File: src/rtl/vcm_i2c_pkg.sv
package vcm_i2c_pkg;

    localparam int BYTE_W   = 8;
    localparam int CODE_W   = 10;
    localparam int HI_W     = CODE_W - BYTE_W;
    localparam int STAT_W   = 5;
    localparam int MODE_W   = 5;
    localparam int BITCNT_W = $clog2(BYTE_W + 1);

    localparam logic [6:0] TARGET_ADDR = 7'h0E;

    localparam logic [BYTE_W-1:0] A_CTRL   = 8'h02;
    localparam logic [BYTE_W-1:0] A_CUR_HI = 8'h03;
    localparam logic [BYTE_W-1:0] A_CUR_LO = 8'h04;
    localparam logic [BYTE_W-1:0] A_STAT   = 8'h05;
    localparam logic [BYTE_W-1:0] A_MODE   = 8'h06;
    localparam logic [BYTE_W-1:0] A_RES    = 8'h07;

    localparam logic [BYTE_W-1:0] RES_DEFAULT = 8'h83;

    typedef enum logic [2:0] {
        ST_IDLE,
        ST_ADDR,
        ST_ADDR_ACK,
        ST_WRITE,
        ST_WRITE_ACK,
        ST_READ,
        ST_READ_ACK
    } bus_state_e;

    typedef struct packed {
        logic start;
        logic stop;
        logic rise;
        logic fall;
        logic sda;
    } line_evt_t;

    typedef struct packed {
        logic              ring_en;
        logic [HI_W-1:0]   cur_hi;
        logic [BYTE_W-1:0] cur_lo;
        logic [CODE_W-1:0] coil;
        logic [MODE_W-1:0] mode;
        logic [BYTE_W-1:0] res;
    } reg_file_t;

    function automatic reg_file_t reg_defaults();
        reg_file_t r;
        r.ring_en = 1'b1;
        r.cur_hi  = '0;
        r.cur_lo  = '0;
        r.coil    = '0;
        r.mode    = '0;
        r.res     = RES_DEFAULT;
        return r;
    endfunction

endpackage

File: src/rtl/vcm_line_sync.sv
module vcm_line_sync
    import vcm_i2c_pkg::*;
#(
    parameter int STAGES = 2
) (
    input  logic      clk,
    input  logic      rst,
    input  logic      scl_i,
    input  logic      sda_i,
    output line_evt_t evt
);
    logic [STAGES-1:0] scl_sh;
    logic [STAGES-1:0] sda_sh;
    logic              scl_q;
    logic              sda_q;
    logic              scl_now;
    logic              sda_now;

    always_ff @(posedge clk) begin
        if (rst) begin
            scl_sh <= '1;
            sda_sh <= '1;
            scl_q  <= 1'b1;
            sda_q  <= 1'b1;
        end else begin
            scl_sh <= {scl_sh[STAGES-2:0], scl_i};
            sda_sh <= {sda_sh[STAGES-2:0], sda_i};
            scl_q  <= scl_sh[STAGES-1];
            sda_q  <= sda_sh[STAGES-1];
        end
    end

    assign scl_now = scl_sh[STAGES-1];
    assign sda_now = sda_sh[STAGES-1];

    always_comb begin
        evt.rise  = ~scl_q & scl_now;
        evt.fall  = scl_q & ~scl_now;
        evt.start = scl_q & scl_now & sda_q & ~sda_now;
        evt.stop  = scl_q & scl_now & ~sda_q & sda_now;
        evt.sda   = sda_now;
    end

endmodule

File: src/rtl/vcm_i2c_engine.sv
module vcm_i2c_engine
    import vcm_i2c_pkg::*;
#(
    parameter logic [6:0] DEV_ADDR = TARGET_ADDR
) (
    input  logic              clk,
    input  logic              rst,
    input  line_evt_t         evt,
    input  logic [BYTE_W-1:0] rd_data,
    output logic              sda_oe,
    output logic [BYTE_W-1:0] ptr,
    output logic              wr_en,
    output logic [BYTE_W-1:0] wr_data
);
    localparam logic [BITCNT_W-1:0] FULL = BITCNT_W'(BYTE_W);
    localparam logic [BITCNT_W-1:0] LAST = BITCNT_W'(BYTE_W - 1);

    bus_state_e          state;
    logic [BITCNT_W-1:0] bit_cnt;
    logic [BYTE_W-1:0]   shreg;
    logic                rw;
    logic                ptr_next;
    logic                mack;

    assign wr_en   = (state == ST_WRITE) && evt.fall && (bit_cnt == FULL) && !ptr_next;
    assign wr_data = shreg;

    always_ff @(posedge clk) begin
        if (rst) begin
            state    <= ST_IDLE;
            bit_cnt  <= '0;
            shreg    <= '0;
            rw       <= 1'b0;
            ptr_next <= 1'b0;
            mack     <= 1'b0;
            sda_oe   <= 1'b0;
            ptr      <= '0;
        end else if (evt.start) begin
            state   <= ST_ADDR;
            bit_cnt <= '0;
            sda_oe  <= 1'b0;
        end else if (evt.stop) begin
            state  <= ST_IDLE;
            sda_oe <= 1'b0;
        end else begin
            case (state)
                ST_ADDR, ST_WRITE: begin
                    if (evt.rise && bit_cnt < FULL) begin
                        shreg   <= {shreg[BYTE_W-2:0], evt.sda};
                        bit_cnt <= bit_cnt + 1'b1;
                    end else if (evt.fall && bit_cnt == FULL) begin
                        if (state == ST_ADDR) begin
                            if (shreg[BYTE_W-1:1] == DEV_ADDR) begin
                                state    <= ST_ADDR_ACK;
                                sda_oe   <= 1'b1;
                                rw       <= shreg[0];
                                ptr_next <= ~shreg[0];
                            end else begin
                                state <= ST_IDLE;
                            end
                        end else begin
                            state  <= ST_WRITE_ACK;
                            sda_oe <= 1'b1;
                            if (ptr_next) begin
                                ptr      <= shreg;
                                ptr_next <= 1'b0;
                            end else begin
                                ptr <= ptr + 1'b1;
                            end
                        end
                    end
                end
                ST_ADDR_ACK: begin
                    if (evt.fall) begin
                        bit_cnt <= '0;
                        if (rw) begin
                            state  <= ST_READ;
                            shreg  <= rd_data;
                            sda_oe <= ~rd_data[BYTE_W-1];
                        end else begin
                            state  <= ST_WRITE;
                            sda_oe <= 1'b0;
                        end
                    end
                end
                ST_WRITE_ACK: begin
                    if (evt.fall) begin
                        state   <= ST_WRITE;
                        bit_cnt <= '0;
                        sda_oe  <= 1'b0;
                    end
                end
                ST_READ: begin
                    if (evt.fall) begin
                        if (bit_cnt == LAST) begin
                            state  <= ST_READ_ACK;
                            sda_oe <= 1'b0;
                            ptr    <= ptr + 1'b1;
                        end else begin
                            shreg   <= {shreg[BYTE_W-2:0], 1'b0};
                            sda_oe  <= ~shreg[BYTE_W-2];
                            bit_cnt <= bit_cnt + 1'b1;
                        end
                    end
                end
                ST_READ_ACK: begin
                    if (evt.rise) begin
                        mack <= ~evt.sda;
                    end else if (evt.fall) begin
                        if (mack) begin
                            state   <= ST_READ;
                            bit_cnt <= '0;
                            shreg   <= rd_data;
                            sda_oe  <= ~rd_data[BYTE_W-1];
                        end else begin
                            state <= ST_IDLE;
                        end
                    end
                end
                default: ;
            endcase
        end
    end

endmodule

File: src/rtl/vcm_reg_bank.sv
module vcm_reg_bank
    import vcm_i2c_pkg::*;
(
    input  logic              clk,
    input  logic              rst,
    input  logic              wr_en,
    input  logic [BYTE_W-1:0] ptr,
    input  logic [BYTE_W-1:0] wr_data,
    input  logic [STAT_W-1:0] status_i,
    output logic [BYTE_W-1:0] rd_data,
    output reg_file_t         regs,
    output logic              sw_reset
);
    always_ff @(posedge clk) begin
        if (rst) begin
            regs     <= reg_defaults();
            sw_reset <= 1'b0;
        end else begin
            sw_reset <= 1'b0;
            if (wr_en) begin
                case (ptr)
                    A_CTRL: begin
                        if (wr_data[0]) begin
                            regs     <= reg_defaults();
                            sw_reset <= 1'b1;
                        end else begin
                            regs.ring_en <= wr_data[1];
                        end
                    end
                    A_CUR_HI: regs.cur_hi <= wr_data[HI_W-1:0];
                    A_CUR_LO: begin
                        regs.cur_lo <= wr_data;
                        regs.coil   <= {regs.cur_hi, wr_data};
                    end
                    A_MODE:   regs.mode <= wr_data[MODE_W-1:0];
                    A_RES:    regs.res  <= wr_data;
                    default: ;
                endcase
            end
        end
    end

    always_comb begin
        rd_data = '0;
        case (ptr)
            A_CTRL:   rd_data[1]          = regs.ring_en;
            A_CUR_HI: rd_data[HI_W-1:0]   = regs.cur_hi;
            A_CUR_LO: rd_data             = regs.cur_lo;
            A_STAT:   rd_data[STAT_W-1:0] = status_i;
            A_MODE:   rd_data[MODE_W-1:0] = regs.mode;
            A_RES:    rd_data             = regs.res;
            default:  rd_data             = '0;
        endcase
    end

endmodule

File: src/rtl/vcm_i2c_target.sv
module vcm_i2c_target
    import vcm_i2c_pkg::*;
#(
    parameter int         SYNC_STAGES = 2,
    parameter logic [6:0] DEV_ADDR    = TARGET_ADDR
) (
    input  logic              clk,
    input  logic              rst,
    input  logic              scl_i,
    input  logic              sda_i,
    output logic              sda_oe,
    input  logic [STAT_W-1:0] status_i,
    output logic              ring_en,
    output logic [CODE_W-1:0] coil_code,
    output logic              settle_fast,
    output logic              lin_sel,
    output logic [2:0]        pwm_code,
    output logic [BYTE_W-1:0] res_code,
    output logic              sw_reset
);
    line_evt_t         evt;
    logic [BYTE_W-1:0] rd_data;
    logic [BYTE_W-1:0] cur_ptr;
    logic              wr_en;
    logic [BYTE_W-1:0] wr_data;
    reg_file_t         regs;

    vcm_line_sync #(.STAGES(SYNC_STAGES)) u_sync (
        .clk   (clk),
        .rst   (rst),
        .scl_i (scl_i),
        .sda_i (sda_i),
        .evt   (evt)
    );

    vcm_i2c_engine #(.DEV_ADDR(DEV_ADDR)) u_engine (
        .clk     (clk),
        .rst     (rst),
        .evt     (evt),
        .rd_data (rd_data),
        .sda_oe  (sda_oe),
        .ptr     (cur_ptr),
        .wr_en   (wr_en),
        .wr_data (wr_data)
    );

    vcm_reg_bank u_bank (
        .clk      (clk),
        .rst      (rst),
        .wr_en    (wr_en),
        .ptr      (cur_ptr),
        .wr_data  (wr_data),
        .status_i (status_i),
        .rd_data  (rd_data),
        .regs     (regs),
        .sw_reset (sw_reset)
    );

    assign ring_en     = regs.ring_en;
    assign coil_code   = regs.coil;
    assign settle_fast = regs.mode[0];
    assign lin_sel     = regs.mode[1];
    assign pwm_code    = regs.mode[4:2];
    assign res_code    = regs.res;

endmodule

File: config.mk
export PLATFORM = sky130hd
export DESIGN_NAME = vcm_i2c_target
export DESIGN_NICKNAME = d
export VERILOG_FILES = /design/src/rtl/vcm_i2c_pkg.sv /design/src/rtl/vcm_line_sync.sv /design/src/rtl/vcm_i2c_engine.sv /design/src/rtl/vcm_reg_bank.sv /design/src/rtl/vcm_i2c_target.sv
export SDC_FILE = /design/constraint.sdc
export NUM_CORES = 1
export LEC_CHECK = 0
export BUFFER_PORTS_ARGS = -buffer_cell sky130_fd_sc_hd__buf_2
export CAP_MARGIN = 20
export CELL_PAD_IN_SITES_DETAIL_PLACEMENT = 1
export CELL_PAD_IN_SITES_GLOBAL_PLACEMENT = 1
export CORE_MARGIN = 8
export CORE_UTILIZATION = 40
export DETAILED_ROUTE_END_ITERATION = 7
export PLACE_DENSITY = 0.7
export SLEW_MARGIN = 20
export SYNTH_ARGS = -nofsm -noshare
export SYNTH_HDL_FRONTEND = slang
export SYNTH_SLANG_ARGS = --single-unit
File: constraint.sdc
create_clock -name clk -period 2.7 [get_ports clk]
set_input_delay 0.135 -clock clk [delete_from_list [all_inputs] [get_ports clk]]
set_output_delay 0.135 -clock clk [all_outputs]
set_load 0.1 [all_outputs]
==> results.py <==
metrics = {
    "clock_tree": {
        "numCtsBuffers": 9,
        "cts_tree": "done",
        "clock_sinks": 60,
        "clock-root-buffer": "clkbuf_8",
        "clk_latency_ns": 0.35,
        "clk_pin_slew_ns": 0.08,
        "postCtsSetupRepairBufs": 0,
        "cts_max_level": 3,
        "cts_buffer_depth": 2,
    },
    "yosys": {
        "ys_warn_count": 0,
        "netlist_instances": 398,
        "synth_top_family_by_area": "compound AO/OA/AOI/OAI gates",
        "synth_top_cell_by_area": "dfxtp_1",
        "avgSynthCellArea_sq_um": 8.406,
        "synth_top_area_share_pct": 35.90,
        "synth_area_leaders": "dfxtp_1 (36%), a21oi_1 (6.3%), a22o_1 (5.8%)",
        "synthSimpleGateAreaFrac_pct": 22.33,
        "ys_seq_area_share_pct": 35.90,
        "synth_nets": 413,
        "synth_fa_ha_area_share_pct": 2.244,
        "synth_edf_count": 0,
        "synth-compound-area-share_pct": 28.57,
        "async_flop_share_pct": 0,
        "synth_most_common_cell": "dfxtp_1",
        "ys.flop_type": "dfxtp_1",
        "synth_mux_area_share_pct": 1.533,
        "synth-xor-area-share_pct": 0.2618,
        "ys_seq_elements": 60,
        "yosysUniqueCellTypes": 60,
        "syn_area_sq_mm": 0.003346,
        "synthTopCellsByCount": "dfxtp_1 (60), a21oi_1 (42), a22o_1 (22), nand2_1 (22)",
    },
    "cells_and_area": {
        "finalNonFillerCells": 521,
        "fill_cells": 1005,
        "final_nets": 426,
        "antenna_cells": 0,
        "drive_gt1_share_pct": 18.51,
        "syn_to_final_growth_pct": 10.99,
    },
    "timing": {
        "setup_tns_ns": 0,
        "worstMarginPinSlew_ns": 0.8380,
        "maxSlewHeadroom_pct": 44.13,
        "rsz0062_at_grt": "no",
        "period_needed_ns": 2.300,
        "drv_slew": 0,
        "hold_violations": 0,
        "max_freq_ghz": 0.4347,
        "setup_viol": 0,
        "layout_setup_ws_ns": 0.3998,
        "period_share_pct": 85.19,
        "skew_ns": 0.009401,
    },
    "setup_path": {
        "timing.rr.end": "u_bank.regs[22]$_SDFFE_PP0P_",
        "startpoint_type": "flip-flop",
        "cp.required_ns": 2.99,
        "r2r_cells": 5,
        "end_kind": "flip-flop",
        "critical_path.max_fanout": 16,
        "cp.arrival_ns": 2.59,
        "critPathKind": "flip-flop to flip-flop",
        "crit_start": "u_engine.state[2]$_SDFFE_PP0P_",
        "reg2reg_from": "u_engine.state[2]$_SDFFE_PP0P_",
        "reg2reg_slack_ns": 0.40,
    },
    "global_routing": {
        "gr-total-overflow": 0,
        "grt_pass1_wl_microns": 16550,
        "track_usage_pct": 18.17,
        "antenna_found_initial": 0,
        "grt_max_degree": 36,
        "grt_pass1_vias": 3123,
    },
    "drt": {
        "vias_per_cell": 6.029,
        "detail-route-antenna-nets": 0,
        "first_pass_iters": 4,
        "drt_wl_total_microns": 10220,
        "via_count": 3141,
        "wl_per_cell_microns": 19.61,
        "drc_errors": 0,
        "drt_iter0_markers": 168,
    },
    "power": {
        "vdd_drop_max_mv": 0.2421,
        "p_leak_nw": 1.374,
        "powerDensity_mw_per_mm2": 526.6,
    },
    "floorplan": {
        "core-area_sq_mm": 0.008175,
        "die_w_microns": 107.5,
        "start_util_pct": 40.92,
        "design.die.area_sq_mm": 0.01155,
        "ioPinCount": 35,
        "rows": 33,
        "die_y_microns": 107.5,
    },
    "outcome": {
        "status": "finished clean",
    },
    "placement": {
        "io_buffers": 34,
        "finalWeightedCongestion": 0.8649,
        "pre_cts_slack_ns": 0.4770,
        "place_hpwl_microns": 7208,
        "place_inst": 503,
    },
    "hold_path": {
        "hold_path.class": "input port to flip-flop",
        "hold_start": "rst",
        "hold_end": "u_bank.regs[31]$_SDFFE_PP0P_",
        "holdPathStages": 2,
    },
    "run": {
        "maxCapViolCount": 0,
    },
}
==> final cells by class <==
cell class,count,area [sq um],share of cell area [%]
multi-input combinational,280,1838,49.49
inverter,14,52.55,1.415
tap,105,131.4,3.538
clock inverter,6,87.58,2.358
clock buffer,10,137.6,3.706
sequential,60,1201,32.34
timing repair buffer,46,265.3,7.143
==> through the flow <==
step,hold slack [ns],cell area [sq um],power [W],utilization (%)
4_1_cts,0.3229,3714,0.001972,45.42
5_1_grt,0.3399,3714,0.002025,45.42
3_5_place_dp,0.3229,3468,0.001035,42.42
2_1_floorplan,0.2388,3346,0.0009962,-
3_3_place_gp,0.3172,3468,0.001033,42.42
6_report,0.3353,3714,0.001956,45.42
==> power breakdown <==
group / switching, W / internal, W / total [W]
registers: 0.0000248 / 0.000897 / 0.000921
logic: 0.0000630 / 0.0000343 / 0.0000973
clock network: 0.000394 / 0.000543 / 0.000937
==> how the worst max path moves through the flow <==
| stage | end | slack, ns | cells past startpoint |
|---|---|---|---|
| finish | u_bank.regs[22]$_SDFFE_PP0P_ | 0.40 | 5 |
| global route | u_bank.regs[22]$_SDFFE_PP0P_ | 0.28 | 5 |
| CTS | u_bank.regs[22]$_SDFFE_PP0P_ | 0.45 | 5 |
| detailed placement | u_bank.regs[27]$_SDFFE_PP0P_ | 0.48 | 5 |
| global placement | u_engine.wr_data[1]$_SDFFE_PP0P_ | 0.51 | 5 |
| floorplan | u_bank.regs[0]$_SDFFE_PP1P_ | 0.72 | 6 |
==> cell families after synthesis <==
group	after synthesis
AOI/OAI and AO/OA	143
and+or+nand+nor	125
DFF	60
buffers and inverters	58
adders and majority gates	6
muxes	5
xor gates and xnor gates	1
==> placed cells by master, fill, tap and decap left out, types with 4 or more instances in the layout <==
cell      instances
nor2b_1           4
ha_1              6
mux2i_1           4
a31oi_1           7
nor3_1           10
buf_2            34
nand4b_1          4
nand4_1           5
nand3_1          10
or2_2             7
a22oi_1          13
or3_1             7
a211oi_1          8
o22ai_1           4
inv_1            14
dfxtp_1          60
nor2_1           21
o21ai_0          19
and3_1            4
a21oi_1          42
a21o_1            7
a22o_1           22
clkbuf_8         10
nand2_1          22
nand2b_1          8
buf_4            10
==> state kept, by name, summed over array words and instances, names as in the netlist <==
register	cells
u_sync.scl_sh	2
u_engine.ptr_next	1
u_engine.state	3
u_sync.sda_sh	2
u_engine.sda_oe	1
u_engine.mack	1
u_sync.scl_q	1
u_bank.sw_reset	1
u_engine.bit_cnt	4
u_sync.sda_q	1
u_engine.ptr	8
u_engine.wr_data	8
u_bank.regs	26
u_engine.rw	1
==> what timing repair did <==
action                    CTS  global route
hold buffers                2             0
hold endpoints to repair    2             0
resized for setup           0             0
==> worst max-delay path, cell delays in order (launching register included) <==
cell and delay [ns]:
dfxtp_1 0.65, nand2b_1 0.32, nor4_4 0.10, and2_1 0.22, a21oi_1 0.66, a22o_1 0.27
==> routing by layer <==
metal	up-vias	GRT usage, %	part of all wire [%]
met5	-	0	0
met4	0	8.722	2.2
met3	14	4.012	5.2
met2	84	29.44	47
met1	1552	22.35	45
li1	1491	-	-
Note: power is estimated with default switching activity, not from simulation.
